<file path="config.mk">
export PLATFORM = sky130hd
export DESIGN_NAME = tclk_spi_master
export DESIGN_NICKNAME = d
export VERILOG_FILES = /design/src/rtl/tclk_spi_pkg.sv /design/src/rtl/tclk_spi_tick_src.sv /design/src/rtl/tclk_spi_ctl.sv /design/src/rtl/tclk_spi_dp.sv /design/src/rtl/tclk_spi_master.sv
export SDC_FILE = /design/constraint.sdc
export NUM_CORES = 1
export LEC_CHECK = 0
export CAP_MARGIN = 10
export CORE_MARGIN = 5
export CORE_UTILIZATION = 45
export CTS_CLUSTER_SIZE = 25
export DETAILED_ROUTE_END_ITERATION = 12
export GPL_TIMING_DRIVEN = 0
export PLACE_DENSITY = 0.74
export SYNTH_ARGS = -nofsm -noshare
export SYNTH_HDL_FRONTEND = slang
export SYNTH_SLANG_ARGS = --single-unit
</file>
<file path="constraint.sdc">
create_clock -name clk -period 1.4 [get_ports clk]
set_input_delay 0.28 -clock clk [delete_from_list [all_inputs] [get_ports clk]]
set_output_delay 0.28 -clock clk [all_outputs]
set_load 0.01 [all_outputs]
</file>
<file path="src/rtl/tclk_spi_pkg.sv">
package tclk_spi_pkg;
  typedef struct packed {
    logic busy;    // transfer in progress
    logic load;    // accept new word
    logic toggle;  // emit one spiClk edge
    logic shift;   // advance transmit register
    logic sample;  // capture sdi
    logic last;    // final sample of the word
  } spi_strobe_t;
endpackage

</file>
<file path="src/rtl/tclk_spi_tick_src.sv">
module tclk_spi_tick_src (
  input  logic clk,
  input  logic rstN,
  input  logic noDiv,
  input  logic tmrClk,
  input  logic tmrEnable,
  input  logic underflow,
  output logic tick
);
  logic tmrClkPrev;
  logic passEdge;

  always_ff @(posedge clk) begin
    if (!rstN) tmrClkPrev <= 1'b0;
    else       tmrClkPrev <= tmrClk;
  end

  assign passEdge = tmrEnable & (tmrClk ^ tmrClkPrev);
  assign tick     = noDiv ? passEdge : underflow;

  // a disabled timer never yields an edge in pass-through mode
  p_no_tick_disabled_r10: assert property (@(posedge clk) disable iff (!rstN)
    (noDiv && !tmrEnable) |-> !tick);
endmodule

</file>
<file path="src/rtl/tclk_spi_ctl.sv">
module tclk_spi_ctl
  import tclk_spi_pkg::*;
#(
  parameter int DATA_W = 8
) (
  input  logic        clk,
  input  logic        rstN,
  input  logic        start,
  input  logic        cpha,
  input  logic        tick,
  output spi_strobe_t strb
);
  localparam int EDGES = 2 * DATA_W;
  localparam int CW    = $clog2(EDGES);
  localparam logic [CW-1:0] LAST_EDGE   = CW'(EDGES - 1);
  localparam logic [CW-1:0] LAST_SAMPLE = CW'(EDGES - 2);

  logic          busy;
  logic [CW-1:0] edgeCnt;
  logic          active;
  logic          leading;

  always_ff @(posedge clk) begin
    if (!rstN) begin
      busy    <= 1'b0;
      edgeCnt <= '0;
    end else if (start && !busy) begin
      busy    <= 1'b1;
      edgeCnt <= '0;
    end else if (busy && tick) begin
      if (edgeCnt == LAST_EDGE) begin
        busy    <= 1'b0;
        edgeCnt <= '0;
      end else begin
        edgeCnt <= edgeCnt + 1'b1;
      end
    end
  end

  assign active  = busy & tick;
  assign leading = ~edgeCnt[0];

  always_comb begin
    strb        = '0;
    strb.busy   = busy;
    strb.load   = start & ~busy;
    strb.toggle = active;
    strb.sample = active & (cpha ? ~leading : leading);
    if (cpha) strb.shift = active & leading & (edgeCnt != '0);
    else      strb.shift = active & ~leading & (edgeCnt != LAST_EDGE);
    strb.last   = strb.sample & (edgeCnt == (cpha ? LAST_EDGE : LAST_SAMPLE));
  end

  // edge count only moves on a timer tick
  p_count_hold_r2: assert property (@(posedge clk) disable iff (!rstN)
    (busy && !tick) |=> ($stable(edgeCnt) && busy));

  // a transfer ends only after the full edge count
  p_end_after_edges_r6: assert property (@(posedge clk) disable iff (!rstN)
    $fell(busy) |-> ($past(edgeCnt) == LAST_EDGE));

  // a start during a transfer does not restart the count
  p_start_ignored_r8: assert property (@(posedge clk) disable iff (!rstN)
    (busy && start && !tick) |=> ($stable(edgeCnt)));
endmodule

</file>
<file path="src/rtl/tclk_spi_dp.sv">
module tclk_spi_dp
  import tclk_spi_pkg::*;
#(
  parameter int DATA_W = 8
) (
  input  logic              clk,
  input  logic              rstN,
  input  spi_strobe_t       strb,
  input  logic              cpol,
  input  logic [DATA_W-1:0] txData,
  input  logic              sdi,
  output logic              sdo,
  output logic              spiClk,
  output logic [DATA_W-1:0] rxData,
  output logic              done
);
  logic [DATA_W-1:0] txShift;
  logic [DATA_W-1:0] rxShift;
  logic              sclkReg;

  always_ff @(posedge clk) begin
    if (!rstN) begin
      txShift <= '0;
      rxShift <= '0;
      rxData  <= '0;
      done    <= 1'b0;
      sclkReg <= 1'b0;
    end else begin
      done <= 1'b0;
      if (strb.load)        txShift <= txData;
      else if (strb.shift)  txShift <= {txShift[DATA_W-2:0], 1'b0};
      if (strb.load)        rxShift <= '0;
      else if (strb.sample) rxShift <= {rxShift[DATA_W-2:0], sdi};
      if (strb.last) begin
        rxData <= {rxShift[DATA_W-2:0], sdi};
        done   <= 1'b1;
      end
      if (strb.toggle)      sclkReg <= ~sclkReg;
      else if (!strb.busy)  sclkReg <= cpol;
    end
  end

  assign sdo    = txShift[DATA_W-1];
  assign spiClk = sclkReg;

  // completion flag lasts one cycle
  p_done_single_r7: assert property (@(posedge clk) disable iff (!rstN)
    done |=> !done);

  // first bit presented right after the load
  p_load_msb_r4: assert property (@(posedge clk) disable iff (!rstN)
    strb.load |=> (sdo == $past(txData[DATA_W-1])));

  // idle clock rests at the polarity level
  p_idle_level_r3: assert property (@(posedge clk) disable iff (!rstN)
    (!strb.busy) |=> (spiClk == $past(cpol)));
endmodule

</file>
<file path="src/rtl/tclk_spi_master.sv">
module tclk_spi_master
  import tclk_spi_pkg::*;
#(
  parameter int DATA_W = 8
) (
  input  logic              clk,
  input  logic              rstN,
  input  logic              noDiv,
  input  logic              tmrClk,
  input  logic              tmrEnable,
  input  logic              underflow,
  input  logic              cpol,
  input  logic              cpha,
  input  logic [DATA_W-1:0] txData,
  input  logic              start,
  input  logic              sdi,
  output logic              sdo,
  output logic              spiClk,
  output logic [DATA_W-1:0] rxData,
  output logic              done
);
  logic        tick;
  spi_strobe_t strb;

  tclk_spi_tick_src u_tick (
    .clk(clk), .rstN(rstN), .noDiv(noDiv), .tmrClk(tmrClk),
    .tmrEnable(tmrEnable), .underflow(underflow), .tick(tick)
  );

  tclk_spi_ctl #(.DATA_W(DATA_W)) u_ctl (
    .clk(clk), .rstN(rstN), .start(start), .cpha(cpha),
    .tick(tick), .strb(strb)
  );

  tclk_spi_dp #(.DATA_W(DATA_W)) u_dp (
    .clk(clk), .rstN(rstN), .strb(strb), .cpol(cpol), .txData(txData),
    .sdi(sdi), .sdo(sdo), .spiClk(spiClk), .rxData(rxData), .done(done)
  );
endmodule

</file>
==> impl_metrics.yaml, run 1 <==
grt:
  grt_pass1_vias: 1269
  overflow: 0
  track_usage_pct: 17.9
  grt_antenna_before_repair: 0
  grt_pass1_wl_um: 5870
  grt_max_degree: 11
worst_setup_path:
  start_kind: "register"
  cpMaxStageDelayCell: "dfxtp_4"
  cpPeakStageDelay_ns: 0.39
  end_kind: "register"
  r2r_cells: 6
  cp.arrival_ns: 1.79
  worstPathCellList: "nand3_4 > buf_4 > o22ai_2 > buf_4 > nand2_1 > and3_1"
  cp.required_ns: 1.64
  cpMostUsedCell: "buf_4"
  critPathKind: "register to register"
  crit_fanout: 10
routing:
  drtAntennaViolNets: 0
  drc: 0
  via_per_inst: 5.27
  first_iter_violations: 55
  via_count: 1323
  wl_per_cell_um: 14.8
  first_pass_iters: 4
  routed_wl_um: 3710
logic_synthesis:
  syn_inst: 162
  synth.ff_latch_count: 31
  synth_nets: 182
  yosys-top-cells-area: "dfxtp_1 (44%), mux2i_1 (11%), nand2_1 (9.1%)"
  yosysSeqAreaShare_pct: 44.1
  synth_cell_type_count: 30
  synth_top_area_share_pct: 44.1
  syn_area_um2: 1410
  synth_top_area_cell: "dfxtp_1"
  syn_area_per_cell_um2: 8.68
  yosysWarningCount: 0
cts:
  cts_tree: "built"
  clockBufferDepth: 2
  cts-root-buf: "clkbuf_4"
  cts-hold-fix-buffers: 0
  insertion_delay_ns: 0.34
  cts-buffers-inserted: 5
  htree_levels: 2
  numClockSinks: 31
  path_clk_slew_ns: 0.09
sta:
  fmax_mhz: 646
  final-hold-violation-count: 0
  whs_ns: 0.352
  rsz0062_at_grt: "yes"
  tightest_slew_ns: 0.470
  max_slew_margin_pct: 68.6
  final_max_slew_viol_count: 0
  fin_ws_ns: -0.149
  min_period_over_period_pct: 111
  finClkSkew_ns: 0.0101
  fin_crit_ns: 1.55
  setup_violations: 28
  setup_tns_ns: -1.82
pwr:
  cellPowerDensity_nw_per_um2: 834
  peakVddDrop_mv: 0.490
  power_w: 0.00169
  leakage_nw: 0.778
floorplan:
  ios: 29
  die_h_um: 65.9
  start_util_pct: 46.4
  die_w_um: 65.9
  rows: 20
  core_um2: 3030
  dieArea_um2: 4340
placed_design:
  placed_area_um2: 1740
  numPortBuffers: 27
  gp_congestion: 0.840
  post-place-ws_ns: -0.669
  dpl.hpwl_um: 2260
finish:
  drive_above_1_share_pct: 23.2
  area_delta_synth_final_pct: 43.6
  nets: 226
  n_antenna_cell: 0
  postLayoutCellArea_um2: 2020
run:
  drv_cap: 0
status:
  status: "finished with violations"
  failed_checks: "negative setup slack"
min_path:
  hp-class: "primary input to register"
  hold_path_depth: 2
through the flow:
stage	instances	util (%)
finish	251	66.7
global route	251	66.7
CTS	249	65.1
detailed placement	233	57.5
global placement	233	57.5
floorplan	162	-
synth_stat cells (all sizes together):
library cell and n:
o22a 1, nor3 1, o211ai 6, buf 3, xnor2 1, and4b 1
nor4 1, and2b 1, a21oi 14, o21ai 9, ha 2, and2 4
a21bo 1, nand2 34, and3 2, clkbuf 7, or3 2, nand2b 9
mux2i 16, nor3b 1, inv 3, a41oi 1, nand3 8, o21a 1
o22ai 2, dfxtp 31
cell type report:
| cell class | count | area (µm²) |
|---|---|---|
| repair buffers | 37 | 348 |
| plain buffers | 10 | 61.3 |
| multi-input cells | 118 | 858 |
| inverters | 3 | 13.8 |
| clock inverters | 1 | 5.00 |
| well taps | 44 | 55.1 |
| fillers | 249 | 1010 |
| flip-flops and latches | 31 | 633 |
| clock buffers | 7 | 45.0 |
state kept, by name, summed over array words and instances, names as in the netlist:
signal             cells
u_ctl.busy             1
u_ctl.edgeCnt          4
u_dp.done              1
u_dp.rxData            8
u_dp.rxShift           7
u_dp.spiClk            1
u_dp.txShift           8
u_tick.tmrClkPrev      1
path summary, 6_finish.rpt:
check        slack, ns                           end                        start
max              -0.15      u_dp.spiClk$_SDFFE_PN0P_      u_ctl.busy$_SDFFE_PN0P_
min               0.35  u_tick.tmrClkPrev$_SDFF_PN0_                       tmrClk
max reg2reg      -0.15      u_dp.spiClk$_SDFFE_PN0P_      u_ctl.busy$_SDFFE_PN0P_
min reg2reg       0.46   u_dp.rxData[2]$_SDFFE_PN0P_  u_dp.rxData[2]$_SDFFE_PN0P_
cells by family (layout without fill, tap and decap cells):
family	Yosys count	in the layout	synth area share [%]
compound gates	35	35	15.0
xor+xnor	1	1	0.623
fa+ha+maj	2	2	1.78
buf+inv	13	58	4.18
flops	31	31	44.1
mux	16	16	11.4
simple gates	64	64	22.9
routing by layer:
metal | vias up | wire length (µm) | global-route usage [%]
met4 | 0 | 86 | 9.59
met1 | 625 | 1520 | 20.0
met5 | - | 0 | 0
li1 | 651 | - | -
met2 | 38 | 1940 | 30.5
met3 | 9 | 174 | 4.93
worst max-delay path: cells and delay by family, from the launching register on:
kind / cells / cell delay [ns]
flops: 1 / 0.39
buf+inv: 2 / 0.39
compound gates: 1 / 0.34
simple gates: 3 / 0.32
repair_timing:
action	4_1_cts	5_1_grt
setup buffers	7	2
gates cloned	1	0
resized for setup	50	13
setup endpoints to repair	41	27
pin swaps	6	5
placed cells by master (no fill, tap or decap), types with 6 or more instances in the layout:
| cell | instances |
|---|---|
| dlygate4sd2_1 | 14 |
| clkdlybuf4s50_1 | 13 |
| dfxtp_1 | 27 |
| nand2_1 | 33 |
| nand3_1 | 7 |
| a21oi_1 | 11 |
| clkbuf_1 | 7 |
| mux2i_1 | 15 |
| buf_4 | 8 |
| clkbuf_4 | 6 |
| nand2b_1 | 7 |
| o211ai_1 | 6 |
power breakdown:
group / switching (W) / internal, W
Combinational: 0.000130 / 0.000135
Sequential: 0.0000162 / 0.000900
Clock: 0.000309 / 0.000195
Total: 0.000455 / 0.00123
Power figures use the tool's default switching activity.
==> run 2: changes to the inputs <==
--- a/config.mk
+++ b/config.mk
@@ -11,6 +11,7 @@
 export CTS_CLUSTER_SIZE = 25
 export DETAILED_ROUTE_END_ITERATION = 12
 export GPL_TIMING_DRIVEN = 0
+export MAX_ROUTING_LAYER = met4
 export PLACE_DENSITY = 0.74
 export SYNTH_ARGS = -nofsm -noshare
 export SYNTH_HDL_FRONTEND = slang
==> run 2 against run 1 <==
The flow still finishes with violations (negative setup slack); global-route usage is 0.47 points higher; via count is 0.38% lower; total power hardly changed; sequential share of layout area stayed put; clock power hardly changed; clock skew is 0.0012 ns higher; sequential power hardly changed; die area stayed put; count of clock-buffer cells in the layout stayed put; cell area stayed put; first-iteration DRC count is 20% higher.
==> impl_metrics.yaml, run 2 (synthesis gave the netlist of run 1 again) <==
status:
  status: "finished with violations"
  failed_checks: "negative setup slack"
grt:
  grt_pass1_vias: 1271
  grt_antenna_before_repair: 0
  busiest_layer: "met2"
  grt_max_degree: 11
  grt_pass1_wl_um: 5870
  use_met3_pct: 4.93
  gr-usage-met1_pct: 20.0
  track_usage_pct: 18.4
  met2_usage_pct: 30.5
  overflow: 0
finish:
  nets: 226
  n_antenna_cell: 0
  utilization_pct: 66.7
  top_regs: "u_dp.rxData: 8 flops, u_dp.txShift: 8 flops, u_dp.rxShift: 7 flops"
  postLayoutCellArea_um2: 2020
  layout_commonest_cell: "nand2_1"
  mostFrequentLayoutCells: "nand2_1 (33), dfxtp_1 (27), mux2i_1 (15), dlygate4sd2_1 (14), clkdlybuf4s50_1 (13)"
  drive_above_1_share_pct: 23.2
  n_fill_cell: 249
  area_delta_synth_final_pct: 43.6
min_path:
  holdPathEnd: "u_tick.tmrClkPrev$_SDFF_PN0_"
  hp-class: "primary input to register"
  min_from: "tmrClk"
  hold_path_depth: 2
cts:
  clockBufferDepth: 2
  cts-root-buf: "clkbuf_4"
  htree_levels: 2
  insertion_delay_ns: 0.34
  cts_tree: "built"
  cts-buffers-inserted: 5
  path_clk_slew_ns: 0.09
  numClockSinks: 31
worst_setup_path:
  cp_top_family: "buffers and inverters"
  cp.arrival_ns: 1.79
  critical_path_buf_inv_count: 2
  cpMostUsedCell: "buf_4"
  start_kind: "register"
  r2r_slack_ns: -0.15
  cpMaxStageDelayCell: "dfxtp_4"
  r2r_cells: 6
  crit_fanout: 10
  cpPeakStageDelay_ns: 0.39
  critPathKind: "register to register"
  end_kind: "register"
  worstPathCellList: "nand3_4 > buf_4 > o22ai_2 > buf_4 > nand2_1 > and3_1"
  rr_endpoint: "u_dp.spiClk$_SDFFE_PN0P_"
  cp.required_ns: 1.64
  r2r-start: "u_ctl.busy$_SDFFE_PN0P_"
routing:
  first_pass_iters: 4
  drc: 0
  via_count: 1318
  drtAntennaViolNets: 0
  wl_per_cell_um: 14.8
  first_iter_violations: 66
  via_per_inst: 5.25
  routed_wl_um: 3710
sta:
  finClkSkew_ns: 0.0113
  tightest_slew_ns: 0.469
  fin_crit_ns: 1.55
  final_max_slew_viol_count: 0
  final-hold-violation-count: 0
  fin_ws_ns: -0.152
  whs_ns: 0.353
  fmax_mhz: 644
  max_slew_margin_pct: 68.8
  min_period_over_period_pct: 111
  setup_violations: 28
  rsz0062_at_grt: "yes"
floorplan:
  start_util_pct: 46.4
  core_um2: 3030
  dieArea_um2: 4340
  die_h_um: 65.9
  ios: 29
  die_w_um: 65.9
  rows: 20
pwr:
  leakage_nw: 0.778
  cellPowerDensity_nw_per_um2: 834
  peakVddDrop_mv: 0.491
placed_design:
  numPortBuffers: 27
  placed_area_um2: 1740
  gp_congestion: 0.853
  dpl.hpwl_um: 2260
run:
  drv_cap: 0
[run 2: cell counts in the layout (fill, tap and decap cells not counted)]
Identical to the previous run, type by type.
[run 2: timing repair]
action	CTS	global route
setup endpoints to repair	41	27
pin swaps	6	5
gates resized for setup	50	13
hold buffers	0	0
cloned	1	0
setup buffers	7	2
[run 2: worst register-to-register path: stages, from the launching register on]
cell and delay [ns]:
dfxtp_4 0.39, nand3_4 0.09, buf_4 0.14, o22ai_2 0.34
buf_4 0.26, nand2_1 0.08, and3_1 0.16
[run 2: layout make-up]
| class | instances | area [µm²] | area share (%) |
|---|---|---|---|
| Sequential cell | 31 | 633 | 31.4 |
| Multi-Input combinational cell | 118 | 858 | 42.5 |
| Clock inverter | 1 | 5.00 | 0.248 |
| Inverter | 3 | 13.8 | 0.682 |
| Tap cell | 44 | 55.1 | 2.73 |
| Buffer | 10 | 61.3 | 3.04 |
| Clock buffer | 7 | 45.0 | 2.23 |
| Timing Repair Buffer | 37 | 348 | 17.2 |
[run 2: metal layers]
| layer | wire length (µm) | up-vias | share of wire [%] |
|---|---|---|---|
| met1 | 1530 | 619 | 41 |
| li1 | - | 651 | - |
| met3 | 164 | 12 | 4.4 |
| met4 | 96 | 0 | 2.6 |
| met5 | 0 | - | 0 |
| met2 | 1920 | 36 | 52 |
[run 2: worst max path at each step]
stage / from / to / slack [ns] / depth (start not counted)
after floorplan: u_ctl.edgeCnt[0]$_SDFFE_PP0P_ / u_dp.txShift[1]$_SDFFE_PN0P_ / 0.0009 / 5
after global placement: noDiv / u_dp.spiClk$_SDFFE_PN0P_ / -0.56 / 6
after detailed placement: noDiv / u_dp.spiClk$_SDFFE_PN0P_ / -0.67 / 6
after CTS: u_ctl.edgeCnt[0]$_SDFFE_PP0P_ / u_dp.txShift[7]$_SDFFE_PN0P_ / -0.08 / 7
after global routing: u_ctl.busy$_SDFFE_PN0P_ / u_dp.spiClk$_SDFFE_PN0P_ / -0.18 / 6
final: u_ctl.busy$_SDFFE_PN0P_ / u_dp.spiClk$_SDFFE_PN0P_ / -0.15 / 6
[run 2: where the power goes]
group | leakage, nW | internal, W | switching, W
clock network | 0.0293 | 0.000195 | 0.000308
registers | 0.254 | 0.000900 | 0.0000162
logic | 0.495 | 0.000135 | 0.000130
total | 0.778 | 0.00123 | 0.000455
[run 2: through the flow]
| stage | instances | power, W | setup WS [ns] | setup TNS [ns] |
|---|---|---|---|---|
| global placement | 233 | 0.00114 | -0.564 | -13.69 |
| floorplan | 162 | 0.00106 | 0.000945 | 0 |
| detailed placement | 233 | 0.00115 | -0.669 | -16.62 |
| finish | 251 | 0.00168 | -0.152 | -1.85 |
| CTS | 249 | 0.00167 | -0.0807 | -0.950 |
| global route | 251 | 0.00176 | -0.185 | -3.49 |
